### src/rtl/ts_out_pkg.sv
package ts_out_pkg;
    localparam int BYTE_W = 8;

    typedef enum logic [0:0] {
        SLOT_IDLE = 1'b0,
        SLOT_BUSY = 1'b1
    } slot_state_t;

    typedef struct packed {
        logic [BYTE_W-1:0] data;
        logic              sync;
        logic              uncor;
    } ts_word_t;
endpackage

### src/rtl/ts_err_mark.sv
module ts_err_mark
    import ts_out_pkg::*;
(
    input  logic              clk,
    input  logic              rst_n,
    input  logic              take,
    input  logic [BYTE_W-1:0] in_byte,
    input  logic              in_sop,
    input  logic              in_uncorr,
    input  logic [1:0]        cfg_mark_off,
    output ts_word_t          word
);
    logic pkt_bad;
    logic hdr_next;

    // packet state moves only on accepted bytes
    always_ff @(posedge clk or negedge rst_n) begin
        if (!rst_n) begin
            pkt_bad  <= 1'b0;
            hdr_next <= 1'b0;
        end else if (take) begin
            if (in_sop) pkt_bad <= in_uncorr;
            hdr_next <= in_sop;
        end
    end

    always_comb begin
        word.data  = in_byte;
        word.sync  = in_sop;
        word.uncor = in_sop ? in_uncorr : pkt_bad;
        if (!in_sop && hdr_next && pkt_bad && (cfg_mark_off == 2'b00))
            word.data[BYTE_W-1] = 1'b1;
    end
endmodule

### src/rtl/ts_ser_drive.sv
module ts_ser_drive
    import ts_out_pkg::*;
#(
    parameter int PH_W = 4
) (
    input  ts_word_t        held,
    input  logic            busy,
    input  logic            ser_en,
    input  logic [PH_W-1:0] phase,
    output logic            ser_clk,
    output logic            ser_data,
    output logic            ser_den,
    output logic            ser_sync,
    output logic            ser_uncor
);
    logic          on;
    logic [PH_W-2:0] sel;

    assign on  = busy & ser_en;
    assign sel = phase[PH_W-1:1];

    always_comb begin
        ser_clk   = on & phase[0];
        ser_data  = on & held.data[~sel];
        ser_den   = on;
        ser_sync  = on & held.sync;
        ser_uncor = on & held.uncor;
    end
endmodule

### src/rtl/ts_stream_out.sv
module ts_stream_out
    import ts_out_pkg::*;
(
    input  logic              clk,
    input  logic              rst_n,
    input  logic [BYTE_W-1:0] in_byte,
    input  logic              in_valid,
    input  logic              in_sop,
    input  logic              in_uncorr,
    input  logic [1:0]        cfg_mark_off,
    input  logic              ser_en,
    output logic              par_clk,
    output logic [BYTE_W-1:0] par_data,
    output logic              par_den,
    output logic              par_sync,
    output logic              par_uncor,
    output logic              ser_clk,
    output logic              ser_data,
    output logic              ser_den,
    output logic              ser_sync,
    output logic              ser_uncor
);
    localparam int SLOT_LEN = 2 * BYTE_W;
    localparam int PH_W     = $clog2(SLOT_LEN);
    localparam logic [PH_W-1:0] PH_LAST = PH_W'(SLOT_LEN - 1);

    slot_state_t     state;
    logic [PH_W-1:0] phase;
    ts_word_t        held;
    ts_word_t        next_word;
    logic            busy;
    logic            open_win;
    logic            take;

    assign busy     = (state == SLOT_BUSY);
    assign open_win = !busy || (phase == PH_LAST);
    assign take     = open_win && in_valid;

    ts_err_mark u_mark (
        .clk          (clk),
        .rst_n        (rst_n),
        .take         (take),
        .in_byte      (in_byte),
        .in_sop       (in_sop),
        .in_uncorr    (in_uncorr),
        .cfg_mark_off (cfg_mark_off),
        .word         (next_word)
    );

    // state register
    always_ff @(posedge clk or negedge rst_n) begin
        if (!rst_n) begin
            state <= SLOT_IDLE;
            phase <= '0;
            held  <= '0;
        end else begin
            unique case (state)
                SLOT_IDLE: begin
                    if (in_valid) begin
                        state <= SLOT_BUSY;
                        phase <= '0;
                        held  <= next_word;
                    end
                end
                SLOT_BUSY: begin
                    if (phase != PH_LAST) begin
                        phase <= phase + 1'b1;
                    end else if (in_valid) begin
                        phase <= '0;
                        held  <= next_word;
                    end else begin
                        state <= SLOT_IDLE;
                        phase <= '0;
                        held  <= '0;
                    end
                end
                default: state <= SLOT_IDLE;
            endcase
        end
    end

    // parallel outputs
    always_comb begin
        par_den   = busy;
        par_data  = busy ? held.data : '0;
        par_sync  = busy & held.sync;
        par_uncor = busy & held.uncor;
        par_clk   = busy & phase[PH_W-1];
    end

    ts_ser_drive #(.PH_W(PH_W)) u_ser (
        .held      (held),
        .busy      (busy),
        .ser_en    (ser_en),
        .phase     (phase),
        .ser_clk   (ser_clk),
        .ser_data  (ser_data),
        .ser_den   (ser_den),
        .ser_sync  (ser_sync),
        .ser_uncor (ser_uncor)
    );


    den_slot_chk: assert property (@(posedge clk) disable iff (!rst_n)
        (par_den && phase != PH_LAST) |=> par_den);

    data_hold_chk: assert property (@(posedge clk) disable iff (!rst_n)
        (par_den && phase != PH_LAST) |=> $stable(par_data) && $stable(par_sync));

    pclk_rise_chk: assert property (@(posedge clk) disable iff (!rst_n)
        $rose(par_clk) |-> (par_den && $stable(par_data)));

    sdat_rise_chk: assert property (@(posedge clk) disable iff (!rst_n)
        $rose(ser_clk) |-> $stable(ser_data));

    sync_den_chk: assert property (@(posedge clk) disable iff (!rst_n)
        par_sync |-> par_den);

    uncor_keep_chk: assert property (@(posedge clk) disable iff (!rst_n)
        (par_den && par_uncor && phase == PH_LAST && in_valid && !in_sop) |=> par_uncor);
endmodule

### config.mk
export PLATFORM = sky130hd
export DESIGN_NAME = ts_stream_out
export DESIGN_NICKNAME = d
export VERILOG_FILES = /design/src/rtl/ts_out_pkg.sv /design/src/rtl/ts_err_mark.sv /design/src/rtl/ts_ser_drive.sv /design/src/rtl/ts_stream_out.sv
export SDC_FILE = /design/constraint.sdc
export NUM_CORES = 1
export LEC_CHECK = 0
export BUFFER_PORTS_ARGS = -buffer_cell sky130_fd_sc_hd__buf_2
export CELL_PAD_IN_SITES_DETAIL_PLACEMENT = 1
export CELL_PAD_IN_SITES_GLOBAL_PLACEMENT = 2
export CORE_UTILIZATION = 31
export CTS_BUF_LIST = sky130_fd_sc_hd__clkbuf_8
export CTS_CLUSTER_SIZE = 8
export DETAILED_ROUTE_END_ITERATION = 8
export MAX_ROUTING_LAYER = met4
export PLACE_DENSITY = 0.77
export SLEW_MARGIN = 10
export SYNTH_ARGS = -nofsm -noshare
export SYNTH_HDL_FRONTEND = slang
export SYNTH_SLANG_ARGS = --single-unit
### constraint.sdc
create_clock -name clk -period 1.72 [get_ports clk]
set_clock_uncertainty 0.05 [all_clocks]
set_input_delay 0.258 -clock clk [delete_from_list [all_inputs] [get_ports clk]]
set_output_delay 0.258 -clock clk [all_outputs]
set_load 0.01 [all_outputs]
[Word-level counts from Yosys, hierarchy flattened]
Index checks and enable logic that the tools add are counted.
Word-level totals
  register bits after elaboration: 17
  bits in latches: 0
  memory bits (writable): 0
  memory bits (read-only): 0
  output and inout port bits: 17
  memories kept: 0
Cells by class
  $add $sub $neg: 1
  multiply operators: 0
  divide/modulo/power cells: 0
  order comparisons: 1
  equal/unequal tests: 4
  shifts and indexed selects: 0
  muxes and demuxes: 15
  bitwise gates (word level): 10
  reduce and logical (&&, ||, !) cells: 9
Operators by type and width (count)
  10-bit two-way mux: 3
  10-bit one-hot mux with 2 select lines: 1
  1-bit bitwise AND: 8
  4-bit two-way mux: 2
  8-bit two-way mux: 1
  4-bit one-hot mux with 2 select lines: 1
  1-bit two-way mux: 5
  4-bit by 1-bit adder with 4-bit output (second input constant): 1
  4-bit == test (second input constant): 1
  1-bit logical AND: 4
  3-bit by 4-bit < comparator with 1-bit output (second input constant): 1
  2-bit inequality test (second input constant): 2
  4-bit inequality test (second input constant): 1
  1-bit binary-select mux with 3-bit select: 1
  3-bit inverter: 1
  1-bit logical NOT: 2
  2-bit logical NOT: 1
  1-bit one-hot mux with 2 select lines: 1
  2-bit AND reduction: 1
  1-bit logical OR: 1
  1-bit inverter: 1

[Depth between registers and ports, before layout]
Gate-level depths: netlist of run 1.
  depth after elaboration: 8
  gate-level depth with buffers: 4
  mapped depth without buffers: 4

[Cells and area by module]
A second synthesis of run 1 with hierarchy kept.
Unflattened totals
  cell total of the unflattened synthesis: 86
  area, all modules: 959.7 µm²
Modules (own cells, without submodules)
  ts_stream_out: instances 1, cells each 58, area an instance 691.9 µm², seq. area each 375.4 µm²
  ts_err_mark: instances 1, cells each 17, area an instance 173.9 µm², seq. area each 50.0 µm²
  ts_ser_drive: instances 1, cells each 11, area an instance 93.8 µm², seq. area each 0.0 µm²

[Least setup slack after synthesis of run 1]
OpenSTA, ideal clock, no wires.
  path kind: register -> register
  start point: register phase[0]
  end point: register u_mark.hdr_next
  arrival time: 1350 ps
  required time: 1545 ps
  slack: 195 ps
  cell stages (with the launch flop): 5
  path buffers: 0
  path through: dfrtp_1 ha_1 nand3_4 a21oi_4 mux2_2
On the way
  word-level cells in the longest chain between the ends: 3
Ends and longest elaborated chain
  start: declaration: RTL line ts_stream_out.sv:28  | logic [PH_W-1:0] phase;
  start signal: assignment: RTL line ts_stream_out.sv:67  | phase <= phase + 1'b1;
  4-bit == test: RTL line ts_stream_out.sv:36  | assign open_win = !busy || (phase == PH_LAST);
  1-bit logical OR: RTL line ts_stream_out.sv:36
  1-bit logical AND: RTL line ts_stream_out.sv:37  | assign take = open_win && in_valid;
  end signal: assignment: RTL line ts_err_mark.sv:23  | hdr_next <= in_sop;
  end: declaration: RTL line ts_err_mark.sv:14  | logic hdr_next;
No other way between the ends.
A chain may end at the register's enable or synchronous reset.

[Worst setup path after layout of run 1]
  start point: register phase[2]
  end point: output port ser_data
On the way
  word-level cells in the longest chain between the ends: 4
Ends and longest elaborated chain
  3-bit inverter: RTL line ts_ser_drive.sv:24  | ser_data = on & held.data[~sel];
  1-bit binary-select mux with 3-bit select: RTL line ts_ser_drive.sv:24
  1-bit two-way mux (not written as such): RTL line ts_ser_drive.sv:24
  1-bit bitwise AND: RTL line ts_ser_drive.sv:24
  end: declaration: RTL line ts_stream_out.sv:18  | output logic ser_data,
No other way between the ends. The select of a mux whose other input is x is not followed.

==> results of run 1 <==
## power by group
part	leakage [nW]	internal (mW)	switching, mW	total, mW
combinational	0.397	0.562	0.478	1.04
sequential	0.209	0.578	0.163	0.741
clock	0.0269	0.159	0.136	0.294
## cell usage in the layout, fill, tap and decap left out, types with 2 or more instances in the layout
master,instances
mux2_2,2
mux2i_1,2
a21o_1,2
clkbuf_8,3
a22o_1,11
buf_4,5
a31oi_1,2
inv_1,4
nand2_1,4
dfrtp_1,17
and2_1,11
buf_2,31
and3_1,3
nor2_1,3
a21oi_1,3
## worst paths after layout
check / start / endpoint / slack [ns] / cells past startpoint
setup / recovery: phase[2] / ser_data / -0.08 / 3
hold / removal: in_byte[0] / held[2] / 0.18 / 2
setup reg to reg: phase[0] / u_mark.pkt_bad / 0.12 / 4
hold reg to reg: held[1] / held[1] / 0.46 / 1
max in group asynchronous: rst_n / held[5] / 0.94 / 2
min in group asynchronous: rst_n / phase[3] / 0.40 / 2
## per-stage QoR
step | instances | hold slack [ns]
after floorplan | 83 | -0.08759
after global placement | 145 | 0.1533
after detailed placement | 145 | 0.1567
after CTS | 150 | 0.1693
after global routing | 150 | 0.1791
final | 150 | 0.1752
## registers in the layout, indices dropped and copies added (netlist names)
name,cells
held,10
phase,4
par_den,1
u_mark.hdr_next,1
u_mark.pkt_bad,1
## final cells by class
cell class | instances | share of cell area, %
tap | 31 | 3.249
clock buffer | 3 | 3.459
timing repair buffer | 38 | 17.92
sequential | 17 | 35.64
clock inverter | 1 | 0.3145
multi-input combinational | 57 | 38.47
inverter | 3 | 0.9434
## critical path: cells and delay by family (launching register included)
kind / cells / cell delay [ns]
multiplexers: 1 / 0.51
flip-flops: 1 / 0.38
AO/OA/AOI/OAI: 1 / 0.23
buffers and inverters: 1 / 0.12
## kinds of logic (layout without fill, tap and decap cells)
kind of cell	after synthesis	in the layout	share of synthesized area, %
flip-flops	17	17	45.64
AND/OR/NAND/NOR	26	26	17.05
adder cells (fa/ha/maj)	1	1	1.342
AO/OA/AOI/OAI	23	23	20.27
multiplexers	6	6	9.396
XOR/XNOR	1	1	0.9398
buffers and inverters	9	45	5.369
## what timing repair did
item / CTS / global route
hold buffers: 1 / 0
gates resized for setup: 0 / 2
setup endpoints to repair: 1 / 3
pin swaps: 0 / 0
endpoints found under the hold margin: 17 / 0
## routing by layer
layer / track usage, % / routed length (um)
met2: 26.36 / 1157
met4: 6.272 / 48
met3: 5.300 / 98
met5: - / 0
met1: 21.13 / 1037
==> flow_summary.yaml, run 1 <==
clock_tree:
  cts_setup_buffers: 0
  clk_pin_slew_ns: 0.07
  clockBufferDepth: 2
  clkLatencyLatePin_ns: 0.25
  cts_buffers: 3
  root_buffer: "clkbuf_8"
  htree_levels: 1
  cts_tree: "built"
  clock_sinks: 17
routing:
  vias: 779
  vias_per_cell: 5.193
  wl_per_cell_um: 15.61
  ant_nets: 0
  drc: 0
  routed_wl_mm: 2.342
  drt_iter0_drc: 5
  first_pass_iters: 4
outcome:
  violations: "setup timing"
  status: "complete, but fails checks"
die:
  initial_core_util_pct: 33.23
  design.core.area_sq_mm: 0.002805
  die-height_um: 56.84
  rows: 19
  die_width_um: 56.84
  die-area_sq_mm: 0.003230
  ios: 33
critical_path:
  crit_required_ns: 1.41
  cp-end-kind: "output pin"
  critPathMaxStageDelay_ns: 0.51
  start_kind: "flop"
  crit_path_top_delay_cell: "mux4_2"
  crit_arrival_ns: 1.49
  critPathMaxFanout: 2
  worstSetupPathType: "flop to output pin"
  path_cells: "mux4_2, o211a_1, buf_6"
placement:
  port_buffers: 32
  place_congestion: 0.7430
  dp_slack_ns: 0.09021
  place_hpwl_mm: 1.744
  dpl-instance-area_sq_mm: 0.001130
final_layout:
  stdcell_area_sq_mm: 0.001194
  area_delta_synth_final_pct: 28.05
  fillers: 336
  utilization_pct: 42.55
  multi_input_area_sq_um: 459.2
  seqCellArea_sq_um: 425.4
  drive_gt1_share_pct: 42.02
  diodes: 0
  finalNetCount: 137
yosys:
  yosysUniqueCellTypes: 31
  yosysWarnings: 0
  seq_area_frac_synth_pct: 45.64
  syn_avg_cell_area_sq_um: 11.23
  yosysMostFrequentCell: "dfrtp_1"
  synth_top_area_share_pct: 45.64
  yosys_register_bits: 17
  yosys_most_used_dff: "dfrtp_1"
  yosysTopAreaCell: "dfrtp_1"
  synth_nets: 100
  synth_area_sq_um: 932.1
  yosys-top-cells-count: "dfrtp_1, a22o_1, and2_1"
  async_flop_share_pct: 100.0
  synth.top_cells.by_area: "dfrtp_1, a22o_1, and2_1"
  synth-edff-count: 0
  postSynthCellCount: 83
grt:
  grt_max_degree: 19
  grt_pass1_vias: 810
  grtUsageTotal_pct: 17.10
  antenna_found_initial: 0
  grt_overflow: 0
  grt_pass1_wl_mm: 4.022
pwr:
  p_leak_nw: 0.6322
  irDropWorstVdd_v: 0.0006264
  finalPower_mw: 2.075
  p_per_area_mw_per_mm2: 1738
hold_path:
  hold_class: "input pin to flop"
flow_run:
  drv_cap: 0
sta:
  setup_viol: 1
  finalMaxSlewViolations: 0
  grt_setup_unrepaired: "yes"
  tns_ns: -0.07914
  fin_ws_ns: -0.07914
  tightest_slew_ns: 0.3711
  slew_headroom_pct: 74.73
  final.period_utilization_pct: 104.6
  timing_hold_violations_final: 0
  fmax_mhz: 555.8
  fin_crit_ns: 1.799
(Power assumes the default switching activity.)
==> run 2, diff against run 1 <==
--- a/config.mk
+++ b/config.mk
@@ -5,15 +5,16 @@
 export SDC_FILE = /design/constraint.sdc
 export NUM_CORES = 1
 export LEC_CHECK = 0
+export ABC_AREA = 1
 export BUFFER_PORTS_ARGS = -buffer_cell sky130_fd_sc_hd__buf_2
 export CELL_PAD_IN_SITES_DETAIL_PLACEMENT = 1
 export CELL_PAD_IN_SITES_GLOBAL_PLACEMENT = 2
-export CORE_UTILIZATION = 31
+export CORE_UTILIZATION = 26
 export CTS_BUF_LIST = sky130_fd_sc_hd__clkbuf_8
 export CTS_CLUSTER_SIZE = 8
 export DETAILED_ROUTE_END_ITERATION = 8
 export MAX_ROUTING_LAYER = met4
-export PLACE_DENSITY = 0.77
+export PLACE_DENSITY = 0.75
 export SLEW_MARGIN = 10
 export SYNTH_ARGS = -nofsm -noshare
 export SYNTH_HDL_FRONTEND = slang
==> flow_summary.yaml, run 2 <==
clock_tree:
  cts_tree: "built"
  htree_levels: 1
  clockBufferDepth: 2
  clock_sinks: 17
  cts_buffers: 3
  clkLatencyLatePin_ns: 0.25
  root_buffer: "clkbuf_8"
  clk_pin_slew_ns: 0.06
  cts_setup_buffers: 0
critical_path:
  start_kind: "flop"
  cp_num_buf_inv: 2
  cp_top_family: "flip-flops"
  crit_path_top_delay_cell: "dfrtp_2"
  cp_num_cells: 7
  worstSetupPathType: "flop to output pin"
  path_cells: "inv_2, nand2_1, nand3_1, nand2_1, nor2_1, nor2_1, buf_2"
  reg2regPathDepth: 6
  crit_arrival_ns: 1.24
  crit_required_ns: 1.41
  cp-end-kind: "output pin"
  critPathMaxStageDelay_ns: 0.45
  critPathMaxFanout: 7
yosys:
  seq_area_frac_synth_pct: 44.21
  syn_avg_cell_area_sq_um: 6.824
  yosysTopAreaCell: "dfrtp_1"
  yosysUniqueCellTypes: 17
  yosysMostFrequentCell: "nand2_1"
  yosysWarnings: 0
  synth.top_cells.by_area: "dfrtp_1, nand2_1, inv_1"
  synth_top_area_share_pct: 44.21
  yosys_register_bits: 17
  yosys_most_used_dff: "dfrtp_1"
  async_flop_share_pct: 100.0
  synth_area_sq_um: 962.2
  postSynthCellCount: 141
  synth_nets: 158
  yosys-top-cells-count: "nand2_1, inv_1, dfrtp_1"
  synth-edff-count: 0
pwr:
  p_leak_nw: 0.7930
  p_per_area_mw_per_mm2: 1732
  irDropWorstVdd_v: 0.0004601
die:
  rows: 21
  design.core.area_sq_mm: 0.003442
  die-height_um: 62.84
  initial_core_util_pct: 27.95
  die_width_um: 62.84
  die-area_sq_mm: 0.003948
  ios: 33
grt:
  antenna_found_initial: 0
  grt_pass1_wl_mm: 4.174
  grt_pass1_vias: 952
  grt_overflow: 0
  grtUsageTotal_pct: 13.80
  grt_max_degree: 18
final_layout:
  fillers: 457
  stdcell_area_sq_mm: 0.001242
  top_register: "held"
  largest_reg_flops: 10
  area_delta_synth_final_pct: 29.13
  diodes: 0
  reg_top3: "held x10, phase x4"
  finalNetCount: 196
  final_cell_mix: "nand2_1, inv_1, buf_2"
  drive_gt1_share_pct: 26.40
  final_common_cell: "nand2_1"
sta:
  setup_viol: 0
  slew_headroom_pct: 72.06
  final.period_utilization_pct: 90.02
  tightest_slew_ns: 0.4191
  tns_ns: 0
  grt_setup_unrepaired: "no"
  finalMaxSlewViolations: 0
  fin_crit_ns: 1.548
  timing_hold_violations_final: 0
  fmax_mhz: 645.9
hold_path:
  hold_class: "input pin to flop"
  hold_depth: 3
placement:
  port_buffers: 32
  dpl-instance-area_sq_mm: 0.001185
  place_congestion: 0.7567
  place_hpwl_mm: 1.864
routing:
  first_pass_iters: 3
  vias_per_cell: 4.138
  routed_wl_mm: 2.339
  vias: 927
  drc: 0
  wl_per_cell_um: 10.44
  drt_iter0_drc: 20
  ant_nets: 0
outcome:
  status: "finished, final reports clean"
flow_run:
  drv_cap: 0
run 2: cell types whose count changed after synthesis, sizes merged, moves of 5 or more:
| cell | change |
|---|---|
| inv | +29 |
| o21ai | +6 |
| nand2 | +59 |
| nand3 | +5 |
| and2 | -11 |
| a22o | -12 |
run 2: cell type report:
type                            count  area, sq um  share of cell area (%)
Inverter                           33        128.9                   10.37
Tap cell                           46        57.56                   4.632
Clock buffer                        3        41.29                   3.323
Timing Repair Buffer               35        185.2                   14.90
Sequential cell                    17        427.9                   34.44
Multi-Input combinational cell     89        397.9                   32.02
Clock inverter                      1        3.754                  0.3021
run 2: power by group:
group	internal [mW]	switching, mW
Clock	0.158	0.133
Combinational	0.437	0.627
Sequential	0.598	0.198
run 2: logic make-up after synthesis:
group	Yosys count	synth area share, %
adder cells (fa/ha/maj)	1	1.300
AND/OR/NAND/NOR	78	33.16
flip-flops	17	44.21
AO/OA/AOI/OAI	10	6.893
buffers and inverters	35	14.44
run 2: metal layers:
metal  vias up  GRT usage [%]  routed length (um)
met5         -              -                   0
met4         0          4.360                  15
met3         2          2.190                  81
met2        18          21.74                1029
met1       424          18.01                1213
li1        483              -                   -
run 2: metrics by stage:
stage               total power, mW  hold WS [ns]  setup slack, ns  cells  utilization, %
floorplan                     1.495      -0.08759           0.3830    141               -
global placement              1.853        0.1658           0.3155    219           34.42
detailed placement            1.883        0.1680           0.2307    219           34.42
CTS                           2.188        0.1511          0.06345    224           36.02
global route                  2.407        0.1628          0.05337    224           36.10
finish                        2.151        0.1524           0.1717    224           36.10
run 2: path summary, 6_finish.rpt:
check,from,end,slack [ns]
max,phase[1],ser_data,0.17
min,in_byte[4],held[6],0.15
max reg2reg,phase[0],held[1],0.28
min reg2reg,held[9],held[9],0.46
max in group asynchronous,rst_n,phase[1],0.87
min in group asynchronous,rst_n,held[4],0.43
run 2: repair_timing:
| item | 4_1_cts | 5_1_grt |
|---|---|---|
| endpoints found under the setup margin | 0 | 1 |
| resized for setup | 0 | 3 |
| hold buffers | 1 | 0 |
| hold endpoints to repair | 17 | 0 |
run 2: worst reg2reg max path, stage by stage, from the launching register on:
cell and delay (ns):
dfrtp_1 0.43, ha_1 0.21, nand2_2 0.09, o21ai_4 0.21
nand2_2 0.18, nand2_1 0.10, o21ai_1 0.06
